`src/rtl/ccm_unwrap_pkg.sv`:
```
// Shared types for the CCM decrypt sequencer.
// Assumes: one sequencer state register; encodings are internal only.
package ccm_unwrap_pkg;

    typedef enum logic [3:0] {
        ST_IDLE,
        ST_ENC_CTR0,
        ST_ENC_IV,
        ST_ROUTE,
        ST_HDR_IN,
        ST_HDR_ENC,
        ST_KS_ENC,
        ST_DAT_IN,
        ST_PUSH,
        ST_MAC_ENC,
        ST_FINISH
    } seq_state_e;

endpackage

```
`src/rtl/ccm_ctr_inc.sv`:
```
// Counter stepper: adds one to the low INC_W bits with wrap-around and
// passes the upper bits through unchanged.
// Assumes: 1 <= INC_W <= BLK_W.
module ccm_ctr_inc #(
    parameter int BLK_W = 128,
    parameter int INC_W = 128
) (
    input  logic [BLK_W-1:0] ctr_cur,
    output logic [BLK_W-1:0] ctr_nxt
);

    localparam logic [INC_W-1:0] STEP = {{(INC_W-1){1'b0}}, 1'b1};

    generate
        if (INC_W >= BLK_W) begin : g_full
            // whole word steps
            assign ctr_nxt = ctr_cur + {{(BLK_W-1){1'b0}}, 1'b1};
        end else begin : g_part
            // only the low field steps, upper bits are kept
            assign ctr_nxt = {ctr_cur[BLK_W-1:INC_W], ctr_cur[INC_W-1:0] + STEP};
        end
    endgenerate

endmodule

```
`src/rtl/ccm_tag_cmp.sv`:
```
// Tag comparator: compares the upper CMP_W bits of the chain value with the
// recovered MAC.
// Assumes: CMP_W <= BLK_W.
module ccm_tag_cmp #(
    parameter int BLK_W = 128,
    parameter int CMP_W = 64
) (
    input  logic [BLK_W-1:0] chain_v,
    input  logic [CMP_W-1:0] expect_v,
    output logic             equal_o
);

    assign equal_o = (chain_v[BLK_W-1 -: CMP_W] == expect_v);

endmodule

```
`src/rtl/ccm_cipher_port.sv`:
```
// Cipher request tracker: turns a level "issue" from the sequencer into a
// single valid/ready request and flags the matching response.
// Assumes: issue_data is held stable while issue is high; the cipher sends
// exactly one response per accepted request.
module ccm_cipher_port #(
    parameter int BLK_W = 128
) (
    input  logic             clk,
    input  logic             rst_n,
    input  logic             issue,
    input  logic [BLK_W-1:0] issue_data,
    output logic             req_valid,
    input  logic             req_ready,
    output logic [BLK_W-1:0] req_data,
    input  logic             rsp_valid,
    output logic             rsp_take
);

    logic sent_q;

    assign req_valid = issue && !sent_q;
    assign req_data  = issue_data;
    assign rsp_take  = sent_q && rsp_valid;

    // Track whether the one allowed request is in flight.
    always_ff @(posedge clk) begin
        if (!rst_n)                     sent_q <= 1'b0;
        else if (rsp_take)              sent_q <= 1'b0;
        else if (req_valid && req_ready) sent_q <= 1'b1;
    end

    a_r3_req_hold: assert property (@(posedge clk) disable iff (!rst_n)
        (req_valid && !req_ready) |=> (req_valid && $stable(req_data)));

    a_r3_rsp_outstanding: assert property (@(posedge clk) disable iff (!rst_n)
        rsp_valid |-> sent_q);

endmodule

```
`src/rtl/ccm_unwrap_ctrl.sv`:
```
// CCM decrypt sequencer. It recovers the MAC, runs the CBC chain over the
// header, and then does CTR decryption and CBC-MAC over the plaintext, one
// block at a time, through an external cipher.
// Assumes: hdr_cnt + dat_cnt blocks arrive on in_* after start; the cipher
// answers every accepted request once.
module ccm_unwrap_ctrl
    import ccm_unwrap_pkg::*;
#(
    parameter int BLK_W     = 128,
    parameter int CNT_W     = 8,
    parameter int CTR_INC_W = 128
) (
    input  logic                 clk,
    input  logic                 rst_n,
    input  logic                 start,
    input  logic                 mode_init,
    input  logic                 mode_final,
    input  logic [CNT_W-1:0]     hdr_cnt,
    input  logic [CNT_W-1:0]     dat_cnt,
    input  logic [BLK_W-1:0]     iv_in,
    input  logic [BLK_W-1:0]     ctr_in,
    input  logic [BLK_W/2-1:0]   emac_in,
    input  logic                 in_valid,
    output logic                 in_ready,
    input  logic [BLK_W-1:0]     in_data,
    output logic                 out_valid,
    input  logic                 out_full,
    output logic [BLK_W-1:0]     out_data,
    output logic                 cph_req_valid,
    input  logic                 cph_req_ready,
    output logic [BLK_W-1:0]     cph_req_data,
    input  logic                 cph_rsp_valid,
    input  logic [BLK_W-1:0]     cph_rsp_data,
    output logic [BLK_W-1:0]     ctx_ctr,
    output logic [BLK_W/2-1:0]   ctx_rmac,
    output logic [BLK_W-1:0]     ctx_tag,
    output logic                 done,
    output logic                 mac_match
);

    localparam int TAG_W = BLK_W / 2;

    seq_state_e       state_q;
    logic [BLK_W-1:0] ctr_q, chain_q, ks_q, pt_q, tag_q, enc_data, ctr_step;
    logic [TAG_W-1:0] rmac_q;
    logic [CNT_W-1:0] hdr_left_q, dat_left_q;
    logic             init_q, final_q, done_q, match_q;
    logic             enc_want, rsp_take, tag_eq, in_take;

    // Which states need the cipher, and what they send.
    always_comb begin
        enc_want = 1'b0;
        enc_data = chain_q;
        case (state_q)
            ST_ENC_CTR0: begin enc_want = 1'b1; enc_data = ctr_q;   end
            ST_KS_ENC:   begin enc_want = 1'b1; enc_data = ctr_q;   end
            ST_ENC_IV,
            ST_HDR_ENC,
            ST_MAC_ENC:  begin enc_want = 1'b1; enc_data = chain_q; end
            default:     begin enc_want = 1'b0; enc_data = chain_q; end
        endcase
    end

    ccm_cipher_port #(.BLK_W(BLK_W)) u_port (
        .clk       (clk),
        .rst_n     (rst_n),
        .issue     (enc_want),
        .issue_data(enc_data),
        .req_valid (cph_req_valid),
        .req_ready (cph_req_ready),
        .req_data  (cph_req_data),
        .rsp_valid (cph_rsp_valid),
        .rsp_take  (rsp_take)
    );

    ccm_ctr_inc #(.BLK_W(BLK_W), .INC_W(CTR_INC_W)) u_inc (
        .ctr_cur(ctr_q),
        .ctr_nxt(ctr_step)
    );

    ccm_tag_cmp #(.BLK_W(BLK_W), .CMP_W(TAG_W)) u_cmp (
        .chain_v (chain_q),
        .expect_v(rmac_q),
        .equal_o (tag_eq)
    );

    assign in_ready  = (state_q == ST_HDR_IN) || (state_q == ST_DAT_IN);
    assign in_take   = in_ready && in_valid;
    assign out_valid = (state_q == ST_PUSH) && !out_full;
    assign out_data  = pt_q;
    assign ctx_ctr   = ctr_q;
    assign ctx_rmac  = rmac_q;
    assign ctx_tag   = tag_q;
    assign done      = done_q;
    assign mac_match = match_q;

    // Main sequencer: step order, context updates and result flags.
    always_ff @(posedge clk) begin
        if (!rst_n) begin
            state_q    <= ST_IDLE;
            ctr_q      <= '0;
            chain_q    <= '0;
            ks_q       <= '0;
            pt_q       <= '0;
            tag_q      <= '0;
            rmac_q     <= '0;
            hdr_left_q <= '0;
            dat_left_q <= '0;
            init_q     <= 1'b0;
            final_q    <= 1'b0;
            done_q     <= 1'b0;
            match_q    <= 1'b0;
        end else begin
            case (state_q)
                ST_IDLE: begin
                    if (start) begin
                        ctr_q      <= ctr_in;
                        chain_q    <= iv_in;
                        rmac_q     <= emac_in;
                        hdr_left_q <= hdr_cnt;
                        dat_left_q <= dat_cnt;
                        init_q     <= mode_init;
                        final_q    <= mode_final;
                        done_q     <= 1'b0;
                        match_q    <= 1'b0;
                        state_q    <= mode_init ? ST_ENC_CTR0 : ST_ROUTE;
                    end
                end
                ST_ENC_CTR0: begin
                    if (rsp_take) begin
                        rmac_q  <= rmac_q ^ cph_rsp_data[BLK_W-1 -: TAG_W];
                        state_q <= ST_ENC_IV;
                    end
                end
                ST_ENC_IV: begin
                    if (rsp_take) begin
                        chain_q <= cph_rsp_data;
                        state_q <= ST_ROUTE;
                    end
                end
                ST_ROUTE: begin
                    if (hdr_left_q != '0) begin
                        state_q <= ST_HDR_IN;
                    end else if (dat_left_q != '0) begin
                        ctr_q   <= ctr_step;
                        state_q <= ST_KS_ENC;
                    end else begin
                        state_q <= ST_FINISH;
                    end
                end
                ST_HDR_IN: begin
                    if (in_take) begin
                        chain_q    <= chain_q ^ in_data;
                        hdr_left_q <= hdr_left_q - 1'b1;
                        state_q    <= ST_HDR_ENC;
                    end
                end
                ST_HDR_ENC: begin
                    if (rsp_take) begin
                        chain_q <= cph_rsp_data;
                        state_q <= ST_ROUTE;
                    end
                end
                ST_KS_ENC: begin
                    if (rsp_take) begin
                        ks_q    <= cph_rsp_data;
                        state_q <= ST_DAT_IN;
                    end
                end
                ST_DAT_IN: begin
                    if (in_take) begin
                        pt_q       <= ks_q ^ in_data;
                        dat_left_q <= dat_left_q - 1'b1;
                        state_q    <= ST_PUSH;
                    end
                end
                ST_PUSH: begin
                    if (!out_full) begin
                        chain_q <= chain_q ^ pt_q;
                        state_q <= ST_MAC_ENC;
                    end
                end
                ST_MAC_ENC: begin
                    if (rsp_take) begin
                        chain_q <= cph_rsp_data;
                        state_q <= ST_ROUTE;
                    end
                end
                ST_FINISH: begin
                    tag_q   <= chain_q;
                    match_q <= final_q && tag_eq;
                    done_q  <= 1'b1;
                    state_q <= ST_IDLE;
                end
                default: state_q <= ST_IDLE;
            endcase
        end
    end

    a_r4_in_excl: assert property (@(posedge clk) disable iff (!rst_n)
        in_ready |-> !cph_req_valid);

    a_r9_stall_hold: assert property (@(posedge clk) disable iff (!rst_n)
        (state_q == ST_PUSH && out_full) |=> (state_q == ST_PUSH && $stable(out_data)));

    a_r10_done_hold: assert property (@(posedge clk) disable iff (!rst_n)
        (done && !(start && state_q == ST_IDLE)) |=> done);

    a_r7_match_needs_done: assert property (@(posedge clk) disable iff (!rst_n)
        mac_match |-> done);

    a_r8_no_step1: assert property (@(posedge clk) disable iff (!rst_n)
        (state_q == ST_IDLE && start && !mode_init) |=> (state_q == ST_ROUTE));

endmodule

```
`config.mk`:
```
export PLATFORM = sky130hd
export DESIGN_NAME = ccm_unwrap_ctrl
export DESIGN_NICKNAME = d
export VERILOG_FILES = /design/src/rtl/ccm_unwrap_pkg.sv /design/src/rtl/ccm_ctr_inc.sv /design/src/rtl/ccm_tag_cmp.sv /design/src/rtl/ccm_cipher_port.sv /design/src/rtl/ccm_unwrap_ctrl.sv
export SDC_FILE = /design/constraint.sdc
export NUM_CORES = 2
export LEC_CHECK = 0
export BUFFER_PORTS_ARGS = -buffer_cell sky130_fd_sc_hd__buf_2
export CAP_MARGIN = 0
export CELL_PAD_IN_SITES_DETAIL_PLACEMENT = 1
export CELL_PAD_IN_SITES_GLOBAL_PLACEMENT = 2
export CORE_AREA = 4 4 457 459
export DETAILED_ROUTE_END_ITERATION = 8
export DIE_AREA = 0 0 461 463
export GPL_TIMING_DRIVEN = 0
export PLACE_DENSITY = 0.6
export SYNTH_ARGS = -nofsm -noshare
export SYNTH_HDL_FRONTEND = slang
export SYNTH_SLANG_ARGS = --single-unit
```
`constraint.sdc`:
```
create_clock -name clk -period 2.9 [get_ports clk]
set_clock_uncertainty 0.05 [all_clocks]
set_input_delay 0.29 -clock clk [delete_from_list [all_inputs] [get_ports clk]]
set_output_delay 0.29 -clock clk [all_outputs]
set_load 0.05 [all_outputs]
```
==> metrics <==
outcome finished with violations; failing checks setup timing; Lkg Pwr 24.68 nW; final setup violation count 142; final setup TNS -58.62 ns; Setup crit end kind primary output; Sw Share 50.61%; grt total ovfl 0; wire per inst 34.53 µm; Gate power share 53.0%; Via density 5.169; Syn Nets 5663; relative max-transition margin 11.14%; largest net degree at the start of global routing 15; DIE HEIGHT 463 µm; register area 14730 µm²; Clock power frac 21.2%; Min-Delay Path Class primary input to flop; syn_area_per_cell 7.785 µm²; Pint 29.89 mW; RSZ-0062 raised after global routing yes; maximum VDD drop 0.0005167 V; Req. time, crit path 2.56 ns; Final min period 3.463 ns; Netlist Area Pre-Place 39390 µm²; Final Cycle Share 119.4%; chip width 461 µm; DP HPWL 275.1 mm; I/O Pins 1182; first-pass GRT wire length 451.7 mm; placer congestion estimate 0.9358; Synth-to-Final Area Change 60.92%; Util after Layout 31.01%; Slew Viols, Final 0; drt pass-1 iters 6; Synth cell types 83; Synth top area share 37.00%; CTS clock-pin slew for the worst setup and hold paths 0.06 ns; Initial DRC Count 4101; hold slack 0.07956 ns; max cap viols 0; initial antenna violation count 126; gate count after technology mapping 5059; vias in the first global route 51540; IO Port Bufs 1180; share of layout cells above drive strength 1 29.09%; H-tree levels 3; Post-synth EDFFs 0; clock sink count 728; ys async rst share 0%; Synth area leaders dfxtp_1, nand2_1, xnor2_1; Core ar. 204400 µm²; CP Max Fanout 7; clk buf depth 3; commonest non-fill, non-tap cell in the layout buf_2; post-synthesis register bit count 728; Top FF cell, synth dfxtp_1; DIE AREA 213400 µm²; Setup CP Type flop to primary output; TritonCTS clock tree done; Synth area leader dfxtp_1; critical path launch point type flop; Flop pwr share 25.8%; Power Density 954.7 nW/µm²; Final Hold Fails 0; Sw Pwr 30.62 mW; commonest non-fill, non-tap cells in the layout buf_2, nand2_1, dfxtp_1; number of buffers created by CTS 98; worst-margin pin slew 1.333 ns; total number of vias 51160; worst path arrival time 3.12 ns; drt drc 0; Final nets 7688; fmax 288.8 MHz; Seq/Total Area, Yosys 37.00%; Final ANT Viol Nets 0; Row Count 166; Yosys warning count 0; fillers 24330; Routed WL 341.7 mm; Initial Utilization 19.27%; GRT Total Usage 30.53%; Multi-input gate area 24420 µm²; CTS root buffer clkbuf_16; setup ws final -0.5628 ns; clock latency on the worst-skew pair 0.77 ns
[worst max-delay path: stages (launching register included)]
cell and delay (ns):
dfxtp_4 0.35, buf_6 0.12, or3b_4 0.41, a21oi_4 0.15, buf_12 0.15, clkbuf_16 0.22
buf_16 0.20, clkbuf_16 0.19, mux2_4 0.34, buf_8 0.16
[through the flow]
stage               area [µm²]  worst slack [ns]  std cells  power [mW]
finish                   63380           -0.5628       9896       60.51
global route             63320           -0.5966       9872       62.45
CTS                      61220           -0.6350       9769       59.17
detailed placement       49110            -2.459       8946       41.89
global placement         48670            -3.518       8927       41.15
floorplan                39400          0.008274       5059       28.83
[area by class of cell]
type	instances	area share (%)
antenna	45	0.1777
buffer	421	4.090
clock buffer	151	4.548
clock inverter	28	0.6041
inverter	47	0.2783
multi-input combinational	3852	38.52
sequential	728	23.24
tap	2688	5.306
timing repair buffer	1936	23.23
[synthesized netlist by cell type, drive strengths merged (7+ instances only)]
cell type  number
a211oi        147
a21o            7
a21oi         433
a221oi          7
a22oi         142
a2bb2oi         7
a311oi         12
a31oi         180
and2           86
and3           49
and4           17
buf            63
clkbuf        369
dfxtp         728
inv            47
mux2          121
mux2i         148
nand2         814
nand2b         11
nand3         108
nand4         115
nor2          345
nor2b          22
nor3           82
nor3b          70
nor4           83
o211ai         15
o21ai         346
o22ai          23
o31ai          17
or3            19
or4            27
xnor2         269
xor2           26
[flip-flops by register name, summed over array words and instances, names as in the netlist]
| signal | flops |
|---|---|
| chain_q | 128 |
| ctx_ctr | 128 |
| ctx_rmac | 64 |
| ctx_tag | 128 |
| dat_left_q | 8 |
| done | 1 |
| final_q | 1 |
| hdr_left_q | 8 |
| ks_q | 128 |
| mac_match | 1 |
| out_data | 128 |
| state_q | 4 |
| u_port.sent_q | 1 |
[kinds of logic (layout without fill, tap and decap cells)]
| logic type | Yosys count | after routing | synth area share [%] |
|---|---|---|---|
| muxes | 269 | 269 | 7.221 |
| xor gates and xnor gates | 295 | 295 | 6.560 |
| other | 0 | 45 | 0 |
| AOI/OAI and AO/OA | 1407 | 1407 | 21.61 |
| DFF | 728 | 728 | 37.00 |
| and+or+nand+nor | 1878 | 1878 | 22.80 |
| adders and majority gates | 3 | 3 | 0.09531 |
| buffers and inverters | 479 | 2583 | 4.705 |
[power groups by stage]
stage	sequential (mW)	combinational, mW	clock (mW)
final	15.6	32.0	12.8
after global routing	15.7	33.3	13.5
after CTS	15.5	30.6	13.1
after detailed placement	15.6	26.3	0
after global placement	15.6	25.6	0
after floorplan	15.9	12.9	0
[final timing paths]
check / startpoint / endpoint / slack (ns) / cells after the start
worst max-delay path: state_q[1]$_SDFFE_PN0P_ / cph_req_data[84] / -0.56 / 9
worst min-delay path: ctr_in[99] / ctx_ctr[99]$_SDFFE_PN0P_ / 0.08 / 3
worst max register to register: state_q[1]$_SDFFE_PN0P_ / ctx_rmac[62]$_SDFFE_PN0P_ / -0.10 / 9
worst min register to register: ctx_tag[90]$_SDFFE_PN0P_ / ctx_tag[90]$_SDFFE_PN0P_ / 0.40 / 2
[timing repair]
action,CTS,global route
setup buffers,45,93
endpoints found under the hold margin,590,1
setup endpoints to repair,720,593
gates cloned,9,0
hold buffers,592,1
resized for setup,718,616
pin swaps,17,51
[per-layer routing]
metal  vias up  global-route usage (%)  wire [µm]
met2      2479                   51.82     162000
met3       716                   5.514      23210
met5         -                       0        174
li1      22320                       -          -
met1     25610                   36.36     134600
met4        30                   16.58      21740
Note: power is estimated with default switching activity, not from simulation.
